<file path="config.mk">
export PLATFORM = sky130hd
export DESIGN_NAME = segStreamSorter
export DESIGN_NICKNAME = d
export VERILOG_FILES = /design/src/rtl/seg_sorter_pkg.sv /design/src/rtl/seg_sorter_ctrl.sv /design/src/rtl/seg_sorter_dpath.sv /design/src/rtl/segStreamSorter.sv
export SDC_FILE = /design/constraint.sdc
export NUM_CORES = 1
export LEC_CHECK = 0
export BUFFER_PORTS_ARGS = -buffer_cell sky130_fd_sc_hd__buf_2
export CORE_MARGIN = 1.5
export CORE_UTILIZATION = 42
export DETAILED_ROUTE_END_ITERATION = 8
export PLACE_DENSITY = 0.78
export SETUP_SLACK_MARGIN = 0.2
export SYNTH_ARGS = -nofsm -noshare
export SYNTH_HDL_FRONTEND = slang
export SYNTH_HIERARCHICAL = 1
export SYNTH_SLANG_ARGS = --single-unit
</file>
<file path="constraint.sdc">
create_clock -name clk -period 1.5 [get_ports clk]
set_input_delay 0.3 -clock clk [delete_from_list [all_inputs] [get_ports clk]]
set_output_delay 0.3 -clock clk [all_outputs]
set_load 0.05 [all_outputs]
</file>
<file path="src/rtl/seg_sorter_pkg.sv">
package seg_sorter_pkg;

  localparam int BYTE_W = 8;
  localparam int PAY_W  = BYTE_W - 1;

  typedef enum logic [2:0] {
    PH_IDLE   = 3'd0,
    PH_ADDR   = 3'd1,
    PH_CMD    = 3'd2,
    PH_DATA   = 3'd3,
    PH_REJECT = 3'd4
  } phase_t;

  typedef struct packed {
    logic ack;
    logic cmd;
    logic data;
  } strobes_t;

endpackage

</file>
<file path="src/rtl/seg_sorter_ctrl.sv">
module seg_sorter_ctrl
  import seg_sorter_pkg::*;
#(
  parameter logic [BYTE_W-1:0] DEV_ADDR = 8'h7C
) (
  input  logic              clk,
  input  logic              rstN,
  input  logic              startEv,
  input  logic              stopEv,
  input  logic              byteValid,
  input  logic [BYTE_W-1:0] byteData,
  output strobes_t          stb
);

  phase_t phase, phaseNext;
  logic   cancelByte;
  logic   takeByte;
  logic   contFlag;

  assign cancelByte = startEv || stopEv;
  assign takeByte   = byteValid && !cancelByte;
  assign contFlag   = byteData[BYTE_W-1];

  always_comb begin
    phaseNext = phase;
    stb       = '0;
    if (startEv) begin
      phaseNext = PH_ADDR;
    end else if (stopEv) begin
      phaseNext = PH_IDLE;
    end else if (takeByte) begin
      unique case (phase)
        PH_ADDR: begin
          if (byteData == DEV_ADDR) begin
            stb.ack   = 1'b1;
            phaseNext = PH_CMD;
          end else begin
            phaseNext = PH_REJECT;
          end
        end
        PH_CMD: begin
          stb.ack   = 1'b1;
          stb.cmd   = 1'b1;
          phaseNext = contFlag ? PH_CMD : PH_DATA;
        end
        PH_DATA: begin
          stb.ack  = 1'b1;
          stb.data = 1'b1;
        end
        default: phaseNext = phase;
      endcase
    end
  end

  always_ff @(posedge clk) begin
    if (!rstN) phase <= PH_IDLE;
    else       phase <= phaseNext;
  end

  AST_DATA_STICKY: assert property (@(posedge clk) disable iff (!rstN)
    (phase == PH_DATA && !startEv) |=> (phase == PH_DATA || phase == PH_IDLE));

  AST_REJECT_HOLD: assert property (@(posedge clk) disable iff (!rstN)
    (phase == PH_REJECT && !startEv && !stopEv) |=> (phase == PH_REJECT));

  AST_START_REARM: assert property (@(posedge clk) disable iff (!rstN)
    startEv |=> (phase == PH_ADDR));

  AST_STOP_IDLE: assert property (@(posedge clk) disable iff (!rstN)
    (stopEv && !startEv) |=> (phase == PH_IDLE));

endmodule

</file>
<file path="src/rtl/seg_sorter_dpath.sv">
module seg_sorter_dpath
  import seg_sorter_pkg::*;
(
  input  logic              clk,
  input  logic              rstN,
  input  strobes_t          stb,
  input  logic [BYTE_W-1:0] byteData,
  output logic              ackOut,
  output logic              cmdStrobe,
  output logic [PAY_W-1:0]  cmdPayload,
  output logic              dataStrobe,
  output logic [BYTE_W-1:0] dataByte
);

  always_ff @(posedge clk) begin
    if (!rstN) begin
      ackOut     <= 1'b0;
      cmdStrobe  <= 1'b0;
      dataStrobe <= 1'b0;
      cmdPayload <= '0;
      dataByte   <= '0;
    end else begin
      ackOut     <= stb.ack;
      cmdStrobe  <= stb.cmd;
      dataStrobe <= stb.data;
      if (stb.cmd)  cmdPayload <= byteData[PAY_W-1:0];
      if (stb.data) dataByte   <= byteData;
    end
  end

  AST_ONE_STROBE: assert property (@(posedge clk) disable iff (!rstN)
    $onehot0({cmdStrobe, dataStrobe}));

  AST_STROBE_ACKED: assert property (@(posedge clk) disable iff (!rstN)
    (cmdStrobe || dataStrobe) |-> ackOut);

endmodule

</file>
<file path="src/rtl/segStreamSorter.sv">
module segStreamSorter
  import seg_sorter_pkg::*;
#(
  parameter logic [BYTE_W-1:0] DEV_ADDR = 8'h7C
) (
  input  logic              clk,
  input  logic              rstN,
  input  logic              startEv,
  input  logic              stopEv,
  input  logic              byteValid,
  input  logic [BYTE_W-1:0] byteData,
  output logic              ackOut,
  output logic              cmdStrobe,
  output logic [PAY_W-1:0]  cmdPayload,
  output logic              dataStrobe,
  output logic [BYTE_W-1:0] dataByte
);

  strobes_t stb;

  seg_sorter_ctrl #(.DEV_ADDR(DEV_ADDR)) uCtrl (
    .clk       (clk),
    .rstN      (rstN),
    .startEv   (startEv),
    .stopEv    (stopEv),
    .byteValid (byteValid),
    .byteData  (byteData),
    .stb       (stb)
  );

  seg_sorter_dpath uDpath (
    .clk        (clk),
    .rstN       (rstN),
    .stb        (stb),
    .byteData   (byteData),
    .ackOut     (ackOut),
    .cmdStrobe  (cmdStrobe),
    .cmdPayload (cmdPayload),
    .dataStrobe (dataStrobe),
    .dataByte   (dataByte)
  );

endmodule

</file>
After elaboration in Yosys (flattened, before gate mapping)

Index checks and enable logic that the tools add are counted.

Word-level logic and storage cells: 37
Output and inout bits: 18
Register bits: 21
Bits of input ports: 13

Mux-type cells: 13
Equal/unequal tests: 4
Reductions and logical operators: 11
Bitwise operators: 2

Operators by type and width:

| operator                                                        | number |
|---|---|
| 8-bit by 7-bit == test with 1-bit output, second input constant | 1 |
| 1-bit 2-to-1 mux                                                | 7 |
| 3-bit by 2-bit == test with 1-bit output, second input constant | 2 |
| 2-bit 2-to-1 mux                                                | 3 |
| 3-bit case mux with 2 select lines                              | 1 |
| 2-bit AND reduction                                             | 2 |
| 4-bit nonzero test                                              | 1 |
| 4-bit OR reduction                                              | 1 |
| 3-bit by 1-bit == test with 1-bit output, second input constant | 1 |
| 3-bit 2-to-1 mux                                                | 1 |
| 3-bit nonzero test                                              | 1 |
| 3-bit OR reduction                                              | 1 |
| 1-bit NOT                                                       | 2 |
| 1-bit case mux with 2 select lines                              | 1 |
| 2-bit nonzero test                                              | 1 |
| 2-bit OR reduction                                              | 1 |
| 1-bit logical AND                                               | 1 |
| 1-bit logical NOT                                               | 1 |
| 1-bit logical OR                                                | 1 |

Longest topological paths before layout

Gate-level depths: netlist (run 1).

Depth after elaboration: 6
Mapped depth: 5
Depth with buffers taken out: 4

Modules after synthesis

The synthesis (run 1) kept the hierarchy.

Modules (own cells, without submodules):

| module           | times used | cells each | area an instance (µm²) | sequential area each (µm²) |
|---|---|---|---|---|
| seg_sorter_dpath | 1          | 54         | 658.1                  | 360.3 |
| seg_sorter_ctrl  | 1          | 25         | 221.5                  | 60.1 |

Worst setup path before layout (run 1)

OpenSTA, ideal clock, no wires.

Kind: register to register
Start: register uCtrl.phase[2]
End: register uDpath.dataByte[0]
Stages on the path, launching flop included: 6
Library setup time: 117 ps
Period minus slack after synthesis: 1527 ps
Buffers on the path: 1
Path slack: -27 ps
Data required time: 1383 ps
Data arrival time: 1410 ps
Path through: dfxtp_1 > or4b_4 > nor2_1 > buf_6 > mux2i_1 > nor2b_1

RTL lines:

| element                | RTL line               | text |
|---|---|---|
| from (decl)            | seg_sorter_ctrl.sv:15  | `phase_t phase, phaseNext;` |
| from (signal assigned) | seg_sorter_ctrl.sv:57  | `else phase <= phaseNext;` |
| to (signal assigned)   | seg_sorter_dpath.sv:27 | `if (stb.data) dataByte <= byteData;` |
| to (decl)              | seg_sorter_dpath.sv:12 | `output logic [BYTE_W-1:0] dataByte` |

==> flow_metrics.py, run 1 <==
metrics = {
    "cells_and_area": {
        "nets": 133,
        "layout-drive-gt1-share_pct": 42.0,
        "syn_to_final_growth_pct": 31.2,
        "n_antenna_cell": 0,
        "stdcell_area_um2": 1150,
    },
    "yosys": {
        "synth_compound_area_share_pct": 6.69,
        "syn_nets": 92,
        "synth.largest_area_cell": "dfxtp_1",
        "synth_xor_area_share_pct": 0,
        "synth_top_family_by_area": "simple AND/OR/NAND/NOR gates",
        "synthSimpleGateAreaFrac_pct": 23.8,
        "syn-cell-area_um2": 880,
        "yosys.area_share.adder_pct": 0,
        "syn_inst": 79,
        "ys_ff_latch": 21,
        "yosysWarnings": 6,
        "ys_seq_area_share_pct": 47.8,
        "synth_cell_types": 20,
        "synth_top_area_share_pct": 47.8,
        "yosys-top-cells-area": "dfxtp_1, mux2i_1, nor2b_1",
        "postSynthAreaPerCell_um2": 11.1,
        "synth_mux_area_share_pct": 17.1,
    },
    "placed_design": {
        "gp_congestion": 0.688,
        "postPlaceCellArea_um2": 1100,
        "port-buffer-count": 30,
        "detailed_place_hpwl_um": 1270,
    },
    "floorplan": {
        "start_util_pct": 44.8,
        "die_width_um": 48.8,
        "die_height_um": 48.8,
        "fp-row-count": 16,
        "coreArea_um2": 1960,
        "dieArea_um2": 2380,
        "ioPinCount": 31,
    },
    "sta": {
        "clock_skew_ps": 4.22,
        "max_clock_freq_mhz": 678,
        "fin_crit_sh_pct": 98.3,
        "slew_headroom_pct": 81.6,
        "slew_violations": 0,
        "finalHoldViolCount": 0,
        "min_period_ps": 1470,
        "finalSetupViolations": 0,
        "tightestPinTransition_ps": 275,
        "rsz0062_at_grt": "yes",
        "whs_ps": 291,
    },
    "critical_path": {
        "arrival_ps": 1670,
        "cp_cell_sequence": "or4b_4 -> nor2_4 -> buf_6 -> mux2i_1 -> nor2b_1",
        "cp_max_fo": 4,
        "crit_type": "reg2reg",
        "required_ps": 1690,
        "start_kind": "flop",
        "slowest_stage": "or4b_4",
        "endpoint_kind": "flop",
        "cpPeakStageDelay_ps": 530,
    },
    "clock_tree": {
        "cts_buffers": 3,
        "clk_latency_ps": 290,
        "hold_buffers": 0,
        "clk_pin_slew_ps": 110,
        "cts.root.buffer_cell": "clkbuf_4",
        "cts_max_path_buffers": 2,
        "cts.sinks": 21,
        "tritoncts": "done",
        "h-tree-depth": 1,
    },
    "power_and_ir_drop": {
        "leakagePower_nw": 0.479,
        "p_per_area_nw_per_um2": 768,
        "vdd_drop_max_mv": 0.479,
    },
    "grt": {
        "grt_pass1_wl_um": 2900,
        "grt_max_degree": 21,
        "grt_antenna_before_repair": 0,
        "overflow": 0,
        "track_usage_pct": 15.5,
        "grt_pass1_vias": 656,
    },
    "route": {
        "met2_length_um": 788,
        "drt-met1-wl_um": 765,
        "wl_met3_um": 103,
        "drt-total-wl_um": 1660,
        "drtPass1Iterations": 3,
        "highest_layer": "met3",
        "routed_via_density": 4.65,
        "routedWlPerCell_um": 11.4,
        "drc": 0,
        "num_vias": 679,
        "antenna_left": 0,
        "drt_iter0_drc": 7,
    },
    "job": {
        "max-cap-violations": 0,
    },
    "status": {
        "run_status": "complete, no violations",
    },
    "hold_path": {
        "min_path_type": "in2reg",
    },
}
## layer usage
layer  global-route usage [%]  up-vias
met2                     23.7       21
met5                        0        -
met1                     21.3      306
li1                         -      352
met3                     3.40        0
met4                     5.71        0
## worst paths after layout
path,from,to,slack (ps),depth (start not counted)
max,uCtrl/phase[2],uDpath/cmdPayload[1],30,5
min,byteData[4],uDpath/dataByte[4],290,3
max reg2reg,uCtrl/phase[2],uDpath/cmdPayload[1],30,5
min reg2reg,uDpath/dataByte[0],uDpath/dataByte[0],520,2
## layout make-up
class                      instances  area (um^2)
clock inverter                     1         5.00
clock buffer                       3         22.5
sequential                        21          422
fill                             190          808
multi-input combinational         53          434
tap                               27         33.8
inverter                           2         7.51
timing repair buffer              39          229
## layout by cell type, fill, tap and decap left out
| cell | n |
|---|---|
| dfxtp_1 | 20 |
| or4b_4 | 1 |
| nor2_4 | 2 |
| nor3b_1 | 1 |
| buf_6 | 3 |
| and2_4 | 1 |
| nor2_1 | 2 |
| nor2b_1 | 15 |
| and2_1 | 2 |
| a31oi_1 | 2 |
| nand2b_1 | 2 |
| and4b_1 | 1 |
| o21ba_1 | 1 |
| buf_4 | 6 |
| and4bb_2 | 1 |
| dfxtp_2 | 1 |
| nor3_1 | 2 |
| clkbuf_4 | 3 |
| inv_1 | 2 |
| a2111oi_4 | 1 |
| mux2i_1 | 15 |
| o31a_1 | 1 |
| nor4_1 | 1 |
| nand2_1 | 2 |
| clkinv_2 | 1 |
| buf_2 | 30 |
## registers in the layout, summed over array words and instances (netlist names)
| name | cells |
|---|---|
| uDpath/ackOut | 1 |
| uDpath/cmdPayload | 7 |
| uDpath/dataStrobe | 1 |
| uCtrl/phase | 3 |
| uDpath/dataByte | 8 |
| uDpath/cmdStrobe | 1 |
## cell usage after synthesis, drive strengths merged
master and count:
o21ba 1, nor4 1, nor3 2, nand2 2
buf 3, inv 2, and4bb 1, a31oi 2
or4b 1, nand2b 2, dfxtp 21, mux2i 15
o31a 1, a2111oi 1, nor2b 15, and4b 1
nor3b 1, and2 3, nor2 4
## stage by stage
| stage | util [%] | cells | total power [W] | setup WS, ps | TNS, ps |
|---|---|---|---|---|---|
| 3_5_place_dp | 56.2 | 142 | 0.000641 | -133 | -1610 |
| 3_3_place_gp | 56.2 | 142 | 0.000639 | -96.3 | -1270 |
| 6_report | 58.8 | 146 | 0.000886 | 25.2 | 0 |
| 5_1_grt | 58.8 | 146 | 0.000940 | -53.9 | -265 |
| 2_1_floorplan | - | 79 | 0.000605 | 33.2 | 0 |
| 4_1_cts | 58.1 | 146 | 0.000899 | 20.4 | 0 |
## critical path, delay by kind of cell (launching register included)
kind | cells | cell delay, ps
buffers and inverters | 1 | 130
flip-flops | 1 | 340
multiplexers | 1 | 190
AND/OR/NAND/NOR | 3 | 720
## what timing repair did
action	4_1_cts	5_1_grt
pin swaps	1	0
resized for setup	3	4
setup endpoints to repair	18	20
hold endpoints to repair	0	0
setup buffers	0	0
## where the power goes
group / switching, W / internal [W] / total (W)
combinational: 0.0000313 / 0.0000346 / 0.0000659
clock: 0.000158 / 0.0000991 / 0.000257
sequential: 0.00000335 / 0.000560 / 0.000563
total: 0.000193 / 0.000694 / 0.000886
## cell families (layout without fill, tap and decap cells)
family | count (synthesis) | in the layout
AO/OA/AOI/OAI | 5 | 5
AND/OR/NAND/NOR | 33 | 33
buffers and inverters | 5 | 45
flip-flops | 21 | 21
multiplexers | 15 | 15
(Power assumes the default switching activity.)
==> run 2, diff against run 1 <==
- CELL_PAD_IN_SITES_DETAIL_PLACEMENT: not set -> 1
- CELL_PAD_IN_SITES_GLOBAL_PLACEMENT: not set -> 1
- CORE_ASPECT_RATIO: not set -> 2
- CORE_UTILIZATION: 42 -> 32
- RECOVER_POWER: not set -> 50
==> run 2 against run 1 <==
- the run now ends with setup timing left
- global-route usage rose by 0.90 points
- routed wire length rose by 30%
- non-clock buffer count did not move
- sequential power barely moved
- hold slack improved by 48 ps
- first-iteration DRC count did not move
- largest cell class unchanged
==> flow_metrics.py, run 2 (synthesis gave the netlist of run 1 again) <==
metrics = {
    "status": {
        "run_status": "complete, but fails checks",
        "violations": "setup timing",
    },
    "power_and_ir_drop": {
        "p_sw_share_pct": 20.9,
        "leakagePower_nw": 0.443,
        "pwr-share-comb_pct": 6.9,
        "p_clk_share_pct": 36.3,
        "internal_power_w": 0.000783,
        "seqPwrFrac_pct": 56.8,
        "p_per_area_nw_per_um2": 842,
        "vdd_drop_max_mv": 0.412,
        "p_sw_w": 0.000207,
    },
    "hold_path": {
        "min_path_type": "in2reg",
    },
    "critical_path": {
        "required_ps": 1650,
        "cpPeakStageDelay_ps": 530,
        "arrival_ps": 1650,
        "cp_max_fo": 5,
        "endpoint_kind": "flop",
        "cp_cell_sequence": "or4b_4 -> nor2_4 -> buf_6 -> mux2i_4 -> nor2b_1",
        "start_kind": "flop",
        "slowest_stage": "or4b_4",
        "crit_type": "reg2reg",
    },
    "sta": {
        "finalSetupViolations": 1,
        "fin_ws_ps": -1.80,
        "rsz0062_at_grt": "yes",
        "clock_skew_ps": 3.36,
        "fin_crit_sh_pct": 100,
        "whs_ps": 340,
        "finalHoldViolCount": 0,
        "min_period_ps": 1500,
        "fin_setup_tns_ps": -1.80,
        "tightestPinTransition_ps": 615,
        "slew_violations": 0,
        "slew_headroom_pct": 59.2,
        "max_clock_freq_mhz": 666,
    },
    "grt": {
        "grt_antenna_before_repair": 0,
        "overflow": 0,
        "grt_pass1_wl_um": 3460,
        "grt_pass1_vias": 752,
        "grt_max_degree": 21,
        "track_usage_pct": 16.4,
    },
    "placed_design": {
        "gp_congestion": 0.744,
        "detailed_place_hpwl_um": 1680,
        "port-buffer-count": 30,
    },
    "route": {
        "routedWlPerCell_um": 14.6,
        "antenna_left": 0,
        "drt-total-wl_um": 2150,
        "routed_via_density": 4.80,
        "drc": 0,
        "num_vias": 706,
        "drtPass1Iterations": 4,
        "drt_iter0_drc": 7,
    },
    "cells_and_area": {
        "n_antenna_cell": 0,
        "final_cell_mix": "dfxtp_1, buf_2, nor2b_1",
        "layout-drive-gt1-share_pct": 33.6,
        "largest-register": "uDpath/dataByte",
        "nets": 133,
        "reg_top3": "uDpath/dataByte (8), uDpath/cmdPayload (7), uCtrl/phase (3)",
        "fin_util_pct": 45.8,
        "largest_reg_flops": 8,
        "syn_to_final_growth_pct": 33.7,
        "final_common_cell": "dfxtp_1",
    },
    "floorplan": {
        "ioPinCount": 31,
        "coreArea_um2": 2570,
        "dieArea_um2": 3090,
        "die_height_um": 77.1,
        "die_width_um": 40.1,
        "start_util_pct": 34.2,
        "fp-row-count": 26,
    },
    "clock_tree": {
        "cts_max_path_buffers": 2,
        "tritoncts": "done",
        "clk_latency_ps": 250,
        "cts_buffers": 3,
        "cts.sinks": 21,
        "clk_pin_slew_ps": 70,
        "h-tree-depth": 1,
        "cts.root.buffer_cell": "clkbuf_8",
    },
    "job": {
        "max-cap-violations": 0,
    },
}
run 2: changes by cell type in the layout (fill, tap and decap cells not counted), sizes merged:
cell | previous run | this run
clkbuf | 3 | 15
buf | 39 | 28
clkinv | 1 | 0
run 2: layout make-up:
| class | instances | area, um^2 |
|---|---|---|
| fillers | 306 | 1390 |
| multi-input cells | 53 | 448 |
| flip-flops and latches | 21 | 420 |
| repair buffers | 39 | 220 |
| clock buffers | 4 | 45.0 |
| well taps | 28 | 35.0 |
| inverters | 2 | 7.51 |
run 2: power by group through the flow:
stage                logic, W  registers [W]  clock network, W
floorplan           0.0000285       0.000576                 0
CTS                 0.0000688       0.000562          0.000377
global placement    0.0000646       0.000575                 0
global route        0.0000749       0.000563          0.000392
finish              0.0000686       0.000563          0.000359
detailed placement  0.0000673       0.000576                 0
run 2: path summary, 6_finish.rpt:
check                startpoint                   end  slack (ps)  cells past startpoint
min                 byteData[4]  uDpath/cmdPayload[4]         340                      3
max reg2reg      uCtrl/phase[2]  uDpath/cmdPayload[1]          -2                      5
min reg2reg  uDpath/dataByte[4]    uDpath/dataByte[4]         530                      2
max              uCtrl/phase[2]  uDpath/cmdPayload[1]          -2                      5
run 2: repair_timing:
action | 4_1_cts | 5_1_grt
gates resized for setup | 6 | 3
hold buffers | 0 | 0
setup buffers | 0 | 0
endpoints found under the setup margin | 17 | 20
run 2: layer usage:
metal | GRT usage (%) | vias up | routed length [um]
met5 | 0 | - | 0
li1 | - | 351 | -
met2 | 30.5 | 13 | 1350
met1 | 14.7 | 340 | 708
met4 | 7.24 | 0 | 25
met3 | 3.47 | 2 | 63
run 2: stage by stage:
stage / worst slack [ps] / area (um^2) / total power, W / std cells
final: -1.80 / 1180 / 0.000991 / 147
after floorplan: 33.2 / 885 / 0.000605 / 79
after detailed placement: -168 / 1100 / 0.000643 / 143
after CTS: -8.76 / 1170 / 0.00101 / 147
after global placement: -98.6 / 1100 / 0.000640 / 143
after global routing: -71.1 / 1180 / 0.00103 / 147
run 2: worst max-delay path: cells and delay by family, from the launching register on:
kind	cells	cell delay, ps
buffers and inverters	1	140
flip-flops	1	320
multiplexers	1	220
AND/OR/NAND/NOR	3	720
==> run 3, diff against run 2 <==
==> constraint.sdc (replaced) <==
create_clock -name clk -period 1.5 [get_ports clk]
set_input_delay 0.3 -clock clk [delete_from_list [all_inputs] [get_ports clk]]
set_output_delay 0.3 -clock clk [all_outputs]
set_load 0.1 [all_outputs]
==> run 3 against run 2 <==
- the flow still finishes with violations (setup timing)
- sequential power barely moved
- power increased by 0.34%
- register-to-register slack got worse by 20 ps
- setup slack got worse by 15 ps
- first-iteration DRC count unchanged
- non-clock buffer count stayed put
- clock skew decreased by 0.80 ps
- critical path type unchanged
- hold slack lost 1.1 ps
- via count grew 0.28%
- combinational power is 3.2% higher
- flip-flop and latch count unchanged
==> flow_metrics.py, run 3 (synthesis gave the netlist of run 1 again) <==
metrics = {
    "status": {
        "run_status": "complete, but fails checks",
        "violations": "setup timing",
    },
    "cells_and_area": {
        "n_antenna_cell": 0,
        "multi_input_area_um2": 452,
        "fin_cells": 147,
        "nets": 133,
        "fin_util_pct": 47.1,
        "syn_to_final_growth_pct": 37.6,
        "final_common_cell": "dfxtp_1",
        "final_cell_mix": "dfxtp_1, nor2b_1, buf_2, mux2i_1, buf_4",
        "layout-drive-gt1-share_pct": 42.9,
        "reg_top3": "uDpath/dataByte (8), uDpath/cmdPayload (7), uCtrl/phase (3)",
        "largest-register": "uDpath/dataByte",
        "fillers": 293,
        "largest_reg_flops": 8,
        "regArea_um2": 420,
    },
    "grt": {
        "grt_pass1_wl_um": 3490,
        "grt_pass1_vias": 741,
        "track_usage_pct": 16.5,
        "grt_busiest_layer": "met2",
        "global_route.usage.met1_pct": 15.2,
        "grt_antenna_before_repair": 0,
        "grt_max_degree": 21,
        "use_met3_pct": 3.47,
        "overflow": 0,
        "use_met2_pct": 30.5,
    },
    "clock_tree": {
        "tritoncts": "done",
        "hold_buffers": 0,
        "clk_pin_slew_ps": 70,
        "cts.sinks": 21,
        "cts_buffers": 3,
        "cts.root.buffer_cell": "clkbuf_8",
        "clk_latency_ps": 250,
        "h-tree-depth": 1,
        "cts_max_path_buffers": 2,
        "postCtsSetupRepairBufs": 0,
    },
    "floorplan": {
        "die_width_um": 40.1,
        "start_util_pct": 34.2,
        "dieArea_um2": 3090,
        "die_height_um": 77.1,
        "coreArea_um2": 2570,
        "fp-row-count": 26,
        "ioPinCount": 31,
    },
    "sta": {
        "clock_skew_ps": 2.56,
        "slew_violations": 0,
        "tightestPinTransition_ps": 548,
        "finalHoldViolCount": 0,
        "fin_ws_ps": -17.2,
        "whs_ps": 339,
        "slew_headroom_pct": 63.6,
        "fin_crit_sh_pct": 101,
        "min_period_ps": 1520,
        "rsz0062_at_grt": "yes",
        "finalSetupViolations": 2,
        "max_clock_freq_mhz": 659,
        "fin_setup_tns_ps": -19.8,
    },
    "route": {
        "routed_via_density": 4.82,
        "drt-total-wl_um": 2170,
        "antenna_left": 0,
        "num_vias": 708,
        "drtPass1Iterations": 2,
        "drc": 0,
        "routedWlPerCell_um": 14.8,
        "drt_iter0_drc": 7,
    },
    "hold_path": {
        "hold_depth": 3,
        "min_from": "byteData[4]",
        "min_to": "uDpath/cmdPayload[4]",
        "min_path_type": "in2reg",
    },
    "critical_path": {
        "arrival_ps": 1670,
        "worstReg2RegStart": "uCtrl/phase[2]",
        "required_ps": 1650,
        "r2r-end": "uDpath/dataByte[2]",
        "endpoint_kind": "flop",
        "start_kind": "flop",
        "crit_type": "reg2reg",
        "cp_max_fo": 5,
        "ff2ff_setup_slack_ps": -20,
        "rr_worst_depth": 5,
    },
    "placed_design": {
        "port-buffer-count": 30,
        "detailed_place_hpwl_um": 1680,
        "place_ws_ps": -168,
        "gp_congestion": 0.744,
        "place_inst": 143,
    },
    "power_and_ir_drop": {
        "p_per_area_nw_per_um2": 822,
        "vdd_drop_max_mv": 0.415,
        "leakagePower_nw": 0.478,
    },
    "job": {
        "max-cap-violations": 0,
    },
}
## run 3: critical path, stage by stage, from the launching register on
cell	delay [ps]
dfxtp_1	320
or4b_4	530
nor2_4	140
buf_6	140
mux2i_2	220
nor2b_1	60
## run 3: worst max path at each step
stage / startpoint / endpoint / slack (ps) / depth (start not counted)
3_5_place_dp: stopEv / uDpath/cmdPayload[1] / -170 / 6
3_3_place_gp: stopEv / uDpath/cmdPayload[1] / -100 / 6
6_report: uCtrl/phase[2] / uDpath/dataByte[2] / -20 / 5
2_1_floorplan: stopEv / uDpath/dataByte[0] / 30 / 5
4_1_cts: uCtrl/phase[2] / uDpath/cmdPayload[1] / -9 / 5
5_1_grt: uCtrl/phase[2] / uDpath/dataByte[6] / -70 / 5
## run 3: area by class of cell
class,instances,area share (%)
tap,28,2.90
timing repair buffer,39,20.7
multi-input combinational,53,37.3
inverter,2,0.620
clock buffer,4,3.72
sequential,21,34.7
## run 3: power by group
| part | total [W] | switching (W) | leakage, nW | internal, W |
|---|---|---|---|---|
| Combinational | 0.0000708 | 0.0000358 | 0.285 | 0.0000350 |
| Sequential | 0.000563 | 0.00000311 | 0.169 | 0.000560 |
| Clock | 0.000361 | 0.000172 | 0.0228 | 0.000189 |
| Total | 0.000994 | 0.000211 | 0.478 | 0.000783 |
## run 3: metal layers
metal	share of wire [%]	routed length (um)	vias up
met4	1.2	27	0
met1	33	722	342
li1	-	-	349
met3	2.7	59	4
met2	63	1370	13
met5	0	0	-
## run 3: repair_timing
action | in CTS | in global routing
gates resized for setup | 21 | 6
pin swaps | 0 | 0
setup endpoints to repair | 32 | 22
## run 3: through the flow
stage	power [W]	instance area [um^2]
final	0.000994	1210
after global routing	0.00103	1210
after CTS	0.00101	1210
after detailed placement	0.000644	1100
after global placement	0.000642	1100
after floorplan	0.000606	885
